**config.mk**
```make
export PLATFORM = sky130hd
export DESIGN_NAME = sg_task_sequencer
export DESIGN_NICKNAME = d
export VERILOG_FILES = /design/src/rtl/sgs_pkg.sv /design/src/rtl/sgs_loader.sv /design/src/rtl/sgs_beat.sv /design/src/rtl/sgs_fsm.sv /design/src/rtl/sg_task_sequencer.sv
export SDC_FILE = /design/constraint.sdc
export NUM_CORES = 1
export LEC_CHECK = 0
export BUFFER_PORTS_ARGS = -buffer_cell sky130_fd_sc_hd__buf_2
export CAP_MARGIN = 10
export CORE_MARGIN = 2
export CORE_UTILIZATION = 57
export DETAILED_ROUTE_END_ITERATION = 8
export GPL_ROUTABILITY_DRIVEN = 0
export PLACE_DENSITY = 0.91
export SETUP_SLACK_MARGIN = 0.1
export SYNTH_ARGS = -nofsm -noshare
export SYNTH_HDL_FRONTEND = slang
export SYNTH_SLANG_ARGS = --single-unit
```
**constraint.sdc**
```tcl
create_clock -name clk -period 4.9 [get_ports clk]
set_clock_uncertainty 0.1 [all_clocks]
set_input_delay 1.47 -clock clk [delete_from_list [all_inputs] [get_ports clk]]
set_output_delay 1.47 -clock clk [all_outputs]
set_load 0.01 [all_outputs]
```
**src/rtl/sgs_pkg.sv**
```systemverilog
package sgs_pkg;
  localparam int WORD_W     = 32;
  localparam int TASK_WORDS = 4;
  localparam int CTL_W      = 14;
  localparam int RF_W       = 4;
  localparam int NF_W       = 10;

  typedef enum logic [2:0] {
    ST_IDLE, ST_WAIT, ST_CRD, ST_CWR, ST_XRD, ST_XWR, ST_DONE
  } sgs_state_t;

  function automatic logic [RF_W-1:0] ctl_r(input logic [CTL_W-1:0] c);
    return c[RF_W-1:0];
  endfunction

  function automatic logic [NF_W-1:0] ctl_nm1(input logic [CTL_W-1:0] c);
    return c[RF_W +: NF_W];
  endfunction

  // last transfer of a 2^r slice; slices wider than any task never end early
  function automatic logic slice_last(input logic [NF_W-1:0] cnt,
                                      input logic [RF_W-1:0] r);
    if (int'(r) >= NF_W) return 1'b0;
    return cnt == ((NF_W'(1) << r) - NF_W'(1));
  endfunction
endpackage

```
**src/rtl/sgs_loader.sv**
```systemverilog
module sgs_loader
  import sgs_pkg::*;
#(
  parameter int AW = 8,
  parameter int TW = 6
) (
  input  logic              clk,
  input  logic              rst_n,
  input  logic              start,
  input  logic [AW-1:0]     cfg_table,
  input  logic [AW-1:0]     cfg_alt,
  input  logic [TW-1:0]     cfg_tasks,
  input  logic              word_step,
  input  logic [WORD_W-1:0] mem_rdata,
  output logic [AW-1:0]     rd_addr,
  output logic [AW-1:0]     wr_addr,
  output logic [AW-1:0]     alt_base,
  output logic              copy_last,
  output logic              more_tasks,
  output logic [AW-1:0]     src_end,
  output logic [AW-1:0]     dst_end,
  output logic [CTL_W-1:0]  ctl
);
  logic [AW-1:0] ptr_q, alt_q;
  logic [TW-1:0] left_q;
  logic [1:0]    k_q;

  always_ff @(posedge clk) begin
    if (!rst_n) begin
      ptr_q <= '0; alt_q <= '0; left_q <= '0; k_q <= '0;
      src_end <= '0; dst_end <= '0; ctl <= '0;
    end else if (start) begin
      ptr_q  <= cfg_table;
      alt_q  <= cfg_alt;
      left_q <= cfg_tasks;
      k_q    <= '0;
    end else if (word_step) begin
      case (k_q)
        2'd0:    src_end <= mem_rdata[AW-1:0];
        2'd1:    dst_end <= mem_rdata[AW-1:0];
        2'd2:    ctl     <= mem_rdata[CTL_W-1:0];
        default: ;
      endcase
      k_q <= k_q + 2'd1;
      if (k_q == 2'd3) begin
        ptr_q  <= ptr_q + AW'(TASK_WORDS);
        left_q <= left_q - TW'(1);
      end
    end
  end

  assign rd_addr    = ptr_q + AW'(k_q);
  assign wr_addr    = alt_q + AW'(k_q);
  assign alt_base   = alt_q;
  assign copy_last  = (k_q == 2'd3);
  assign more_tasks = (left_q != '0);
endmodule

```
**src/rtl/sgs_beat.sv**
```systemverilog
module sgs_beat
  import sgs_pkg::*;
#(
  parameter int AW = 8
) (
  input  logic             clk,
  input  logic             rst_n,
  input  logic             load,
  input  logic [AW-1:0]    src_end,
  input  logic [AW-1:0]    dst_end,
  input  logic [CTL_W-1:0] ctl,
  input  logic             step,
  output logic [AW-1:0]    src_addr,
  output logic [AW-1:0]    dst_addr,
  output logic             xfer_last,
  output logic             slice_end
);
  logic [NF_W-1:0] rem_q, sl_q;
  logic [RF_W-1:0] r_q;

  always_ff @(posedge clk) begin
    if (!rst_n) begin
      src_addr <= '0; dst_addr <= '0; rem_q <= '0; sl_q <= '0; r_q <= '0;
    end else if (load) begin
      src_addr <= src_end - AW'(ctl_nm1(ctl));
      dst_addr <= dst_end - AW'(ctl_nm1(ctl));
      rem_q    <= ctl_nm1(ctl);
      sl_q     <= '0;
      r_q      <= ctl_r(ctl);
    end else if (step) begin
      src_addr <= src_addr + AW'(1);
      dst_addr <= dst_addr + AW'(1);
      rem_q    <= rem_q - NF_W'(1);
      sl_q     <= slice_last(sl_q, r_q) ? '0 : sl_q + NF_W'(1);
    end
  end

  assign xfer_last = (rem_q == '0);
  assign slice_end = slice_last(sl_q, r_q);
endmodule

```
**src/rtl/sgs_fsm.sv**
```systemverilog
module sgs_fsm
  import sgs_pkg::*;
#(
  parameter int TW = 6
) (
  input  logic          clk,
  input  logic          rst_n,
  input  logic          req,
  input  logic          mode_mem,
  input  logic [TW-1:0] cfg_tasks,
  input  logic          copy_last,
  input  logic          more_tasks,
  input  logic          xfer_last,
  input  logic          slice_end,
  output sgs_state_t    state,
  output logic          start,
  output logic          run_mem
);
  sgs_state_t nxt;
  logic       next_copy_q;

  assign start = (state == ST_IDLE) && req;

  always_comb begin
    nxt = state;
    case (state)
      ST_IDLE: if (req) nxt = (cfg_tasks == '0) ? ST_DONE : ST_CRD;
      ST_CRD:  nxt = ST_CWR;
      ST_CWR:  if (!copy_last) nxt = ST_CRD;
               else nxt = run_mem ? ST_XRD : ST_WAIT;
      ST_XRD:  nxt = ST_XWR;
      ST_XWR:  if (xfer_last) begin
                 if (!more_tasks) nxt = ST_DONE;
                 else nxt = run_mem ? ST_CRD : ST_WAIT;
               end else if (slice_end && !run_mem) nxt = ST_WAIT;
               else nxt = ST_XRD;
      ST_WAIT: if (req) nxt = next_copy_q ? ST_CRD : ST_XRD;
      ST_DONE: nxt = ST_IDLE;
      default: nxt = ST_IDLE;
    endcase
  end

  always_ff @(posedge clk) begin
    if (!rst_n) begin
      state <= ST_IDLE; run_mem <= 1'b0; next_copy_q <= 1'b0;
    end else begin
      state <= nxt;
      if (start) run_mem <= mode_mem;
      if (state == ST_CWR) next_copy_q <= 1'b0;
      if (state == ST_XWR && xfer_last) next_copy_q <= 1'b1;
    end
  end
endmodule

```
**src/rtl/sg_task_sequencer.sv**
```systemverilog
module sg_task_sequencer
  import sgs_pkg::*;
#(
  parameter int AW = 8,
  parameter int TW = 6
) (
  input  logic              clk,
  input  logic              rst_n,
  input  logic              req,
  input  logic              mode_mem,
  input  logic [AW-1:0]     cfg_table,
  input  logic [AW-1:0]     cfg_alt,
  input  logic [TW-1:0]     cfg_tasks,
  output logic              mem_rd,
  output logic              mem_wr,
  output logic [AW-1:0]     mem_addr,
  output logic [WORD_W-1:0] mem_wdata,
  input  logic [WORD_W-1:0] mem_rdata,
  output logic              done
);
  sgs_state_t       state;
  logic             start, run_mem;
  logic [AW-1:0]    ld_rd, ld_wr, ld_alt, t_src_end, t_dst_end, x_src, x_dst;
  logic [CTL_W-1:0] t_ctl;
  logic             copy_last, more_tasks, xfer_last, slice_end;

  // named internal events for the checker
  logic ev_copy_wr, ev_copy_end, ev_xfer_wr, ev_slice_end;
  assign ev_copy_wr   = (state == ST_CWR);
  assign ev_copy_end  = ev_copy_wr && copy_last;
  assign ev_xfer_wr   = (state == ST_XWR);
  assign ev_slice_end = ev_xfer_wr && (slice_end || xfer_last);

  sgs_fsm #(.TW(TW)) u_fsm (
    .clk, .rst_n, .req, .mode_mem, .cfg_tasks,
    .copy_last, .more_tasks, .xfer_last, .slice_end,
    .state, .start, .run_mem
  );

  sgs_loader #(.AW(AW), .TW(TW)) u_loader (
    .clk, .rst_n, .start, .cfg_table, .cfg_alt, .cfg_tasks,
    .word_step(ev_copy_wr), .mem_rdata,
    .rd_addr(ld_rd), .wr_addr(ld_wr), .alt_base(ld_alt),
    .copy_last, .more_tasks,
    .src_end(t_src_end), .dst_end(t_dst_end), .ctl(t_ctl)
  );

  sgs_beat #(.AW(AW)) u_beat (
    .clk, .rst_n, .load(ev_copy_end),
    .src_end(t_src_end), .dst_end(t_dst_end), .ctl(t_ctl),
    .step(ev_xfer_wr),
    .src_addr(x_src), .dst_addr(x_dst), .xfer_last, .slice_end
  );

  assign mem_rd = (state == ST_CRD) || (state == ST_XRD);
  assign mem_wr = ev_copy_wr || ev_xfer_wr;
  assign done   = (state == ST_DONE);

  always_comb begin
    case (state)
      ST_CRD:  mem_addr = ld_rd;
      ST_CWR:  mem_addr = ld_wr;
      ST_XRD:  mem_addr = x_src;
      ST_XWR:  mem_addr = x_dst;
      default: mem_addr = '0;
    endcase
  end

  assign mem_wdata = mem_wr ? mem_rdata : '0;
endmodule

```
==> metrics.cfg <==
[detailed_routing]
ant_nets=0
via_count=5779
first_pass_iters=5
routedWlPerCell_um=15.2
drc=0
vias_per_cell=5.83
first_iter_violations=398
wl_um=15100

[die]
start_util_pct=58.8
fp-row-count=37
io_pins=101
core_area_um2=10400
dieArea_um2=11500
die_h_um=107
dieWidth_um=107

[clocking]
htree_levels=3
clk_latency_ns=0.38
clock-sinks=99
cts_setup_buffers=0
cts_tree=built
cts_made_buffers=9
cts.repair.resized=1
root_buffer=clkbuf_8
cts_max_path_buffers=2
cts.clk_slew.worst_paths_ns=0.11
postCtsHoldBufs=0

[layout]
area_growth_pct=11.8
num_antenna_cells=0
final_util_pct=65.7
fin_nets=939
drive_gt1_share_pct=16.2
fin_cells=992

[synthesis]
synthTopCellsByArea=dfxtp_1 (33%), nand2_1 (9.4%), a21boi_0 (6.9%)
avgSynthCellArea_um2=7.84
synth-seq-area-share_pct=32.5
synth_area_leader_cell=dfxtp_1
synth_nets=866
ys_async_sr_fraction_pct=0
ys_types=66
synth_edf_count=0
netlist_area_um2=6100
synth_seq_cells=99
synthFlopType=dfxtp_1
postSynthCellCount=778
ys.warnings.count=0
synth.top_cell.area_share_pct=32.5

[timing]
hold_ws_ns=0.376
slew_headroom_pct=39.0
fin_crit_sh_pct=92.4
drv_slew=0
worst_slew_pin_slew_ns=0.912
final_hold_viol_count=0
rsz0062_at_grt=no
period_minus_slack_ns=4.53
fmax_ghz=0.221
setup_viol=0
fin_tns_setup_ns=0

[grt]
grt_pass1_wl_um=24900
antenna_found_initial=0
grtUsageTotal_pct=26.7
grt_overflow=0
grt_max_degree=57
grt_pass1_vias=5356

[pwr]
p_leak_uw=0.00274
vdd_ir_drop_max_mv=0.142
powerDensity_nw_per_um2=245
power.total_uw=1670
pwr-share-clk_pct=31.9
p_sw_uw=523
p_int_uw=1150
combPwrFrac_pct=16.2
pwr-share-seq_pct=51.9
swShare_pct=31.3

[worst_setup_path]
critPathCaptureType=output pin
cp_common_cell=nand2_1
worstPathArrival_ns=2.96
cp_num_buf_inv=2
crit_required_ns=3.33
cp_slowest_cell=dfxtp_2
crit_chain=nor2b_1 > nand2_1 > nand2_1 > nand2_1 > ha_1 > inv_1 > fa_1 > nor3b_1 > xnor2_1 > nor2_1 > a21oi_1 > o22ai_1 > buf_2
worstSetupPathType=reg2out
start_kind=register
path_delay_family=simple AND/OR/NAND/NOR gates
critical_path.max_stage_delay_ns=0.49
cp_max_fo=12

[run]
drv_cap=0

[placement]
dpl.hpwl_um=10900
post-place-cells=976
io_buffer_count=100

[hold_path]
worstHoldPathType=reg2reg

[run_status]
status=completed

[synth_stat cells, types with 8 or more instances]
master and count:
clkbuf_1 28, o21ai_0 36, mux2i_1 11, nand2b_1 8, and3_1 10, xor2_1 19, and2_1 35, nor2b_1 19
or3_1 9, o22ai_1 10, nand2_1 153, ha_1 27, nor2_1 44, a21oi_1 34, nand3_1 21, xnor2_1 23
dfxtp_1 99, inv_1 25, nor3_1 12, a21boi_0 56
[placed cells by master (no fill, tap or decap), drive strengths merged, types with 3 or more instances in the layout]
cell / count
nand2: 153
buf: 108
dfxtp: 99
a21boi: 56
nor2: 44
o21ai: 36
and2: 35
a21oi: 35
inv: 29
ha: 27
xnor2: 23
nand3: 21
nor2b: 19
xor2: 19
nor3: 13
mux2i: 11
and3: 11
o22ai: 10
or3: 9
clkbuf: 9
nand2b: 8
nand4: 7
a31oi: 6
a221oi: 6
nor4: 6
o211a: 5
a22oi: 4
o21a: 4
a21o: 4
fa: 3
o311ai: 3
[final cells by class]
type / count / area, µm²
multi-input cells: 608 / 3810
flip-flops and latches: 99 / 1980
repair buffers: 108 / 561
clock inverters: 7 / 75.1
fillers: 872 / 3550
clock buffers: 9 / 124
well taps: 136 / 170
inverters: 25 / 93.8
[state kept, by name, indices dropped and copies added, names as in the netlist]
name / count
u_beat.rem_q: 10
u_fsm.next_copy_q: 1
u_fsm.run_mem: 1
u_loader.dst_end: 8
u_beat.dst_addr: 8
u_loader.ptr_q: 8
u_beat.src_addr: 8
u_beat.sl_q: 10
u_loader.alt_base: 8
u_fsm.state: 3
u_loader.src_end: 8
u_loader.ctl: 14
u_beat.r_q: 4
u_loader.k_q: 2
u_loader.left_q: 6
[final timing paths]
kind,start,cells past startpoint,slack (ns),endpoint
worst max-delay path,u_fsm.state[2],13,0.37,mem_addr[6]
worst max register to register,u_beat.r_q[0],9,1.65,u_fsm.state[2]
worst min register to register,u_loader.ctl[0],2,0.38,u_loader.ctl[0]
worst min-delay path,u_loader.ctl[0],2,0.38,u_loader.ctl[0]
[through the flow]
stage / instance area (µm²) / setup slack (ns)
floorplan: 6100 / 0.663
global placement: 6610 / 0.561
detailed placement: 6610 / 0.429
CTS: 6810 / 0.134
global route: 6820 / 0.140
finish: 6820 / 0.374
[per-layer routing]
metal  up-vias  GRT usage (%)  routed length (µm)
met2       262           44.4                7060
met3        43           3.81                 935
met1      2648           34.7                6650
li1       2826              -                   -
met4         0           10.8                 453
met5         -              0                   0
[cells by family (layout without fill, tap and decap cells)]
logic type / count (synthesis) / in the layout / share of synthesized area [%]
compound gates: 187 / 187 / 21.0
mux: 11 / 11 / 1.81
flops: 99 / 99 / 32.5
simple gates: 338 / 338 / 26.7
buf+inv: 71 / 149 / 5.36
fa+ha+maj: 30 / 30 / 6.53
xor+xnor: 42 / 42 / 6.03
[worst min-delay path, delay by kind of cell (launching register included)]
| family | cells | cell delay, ns |
|---|---|---|
| flip-flops | 1 | 0.32 |
| AO/OA/AOI/OAI | 1 | 0.06 |
| AND/OR/NAND/NOR | 1 | 0.05 |
[power groups by stage]
stage          combinational [µW]  sequential (µW)  clock, µW
2_1_floorplan                 192              870          0
3_3_place_gp                  260              883          0
3_5_place_dp                  264              884          0
4_1_cts                       267              865        537
5_1_grt                       300              872        567
6_report                      271              868        533
(Power assumes the default switching activity.)
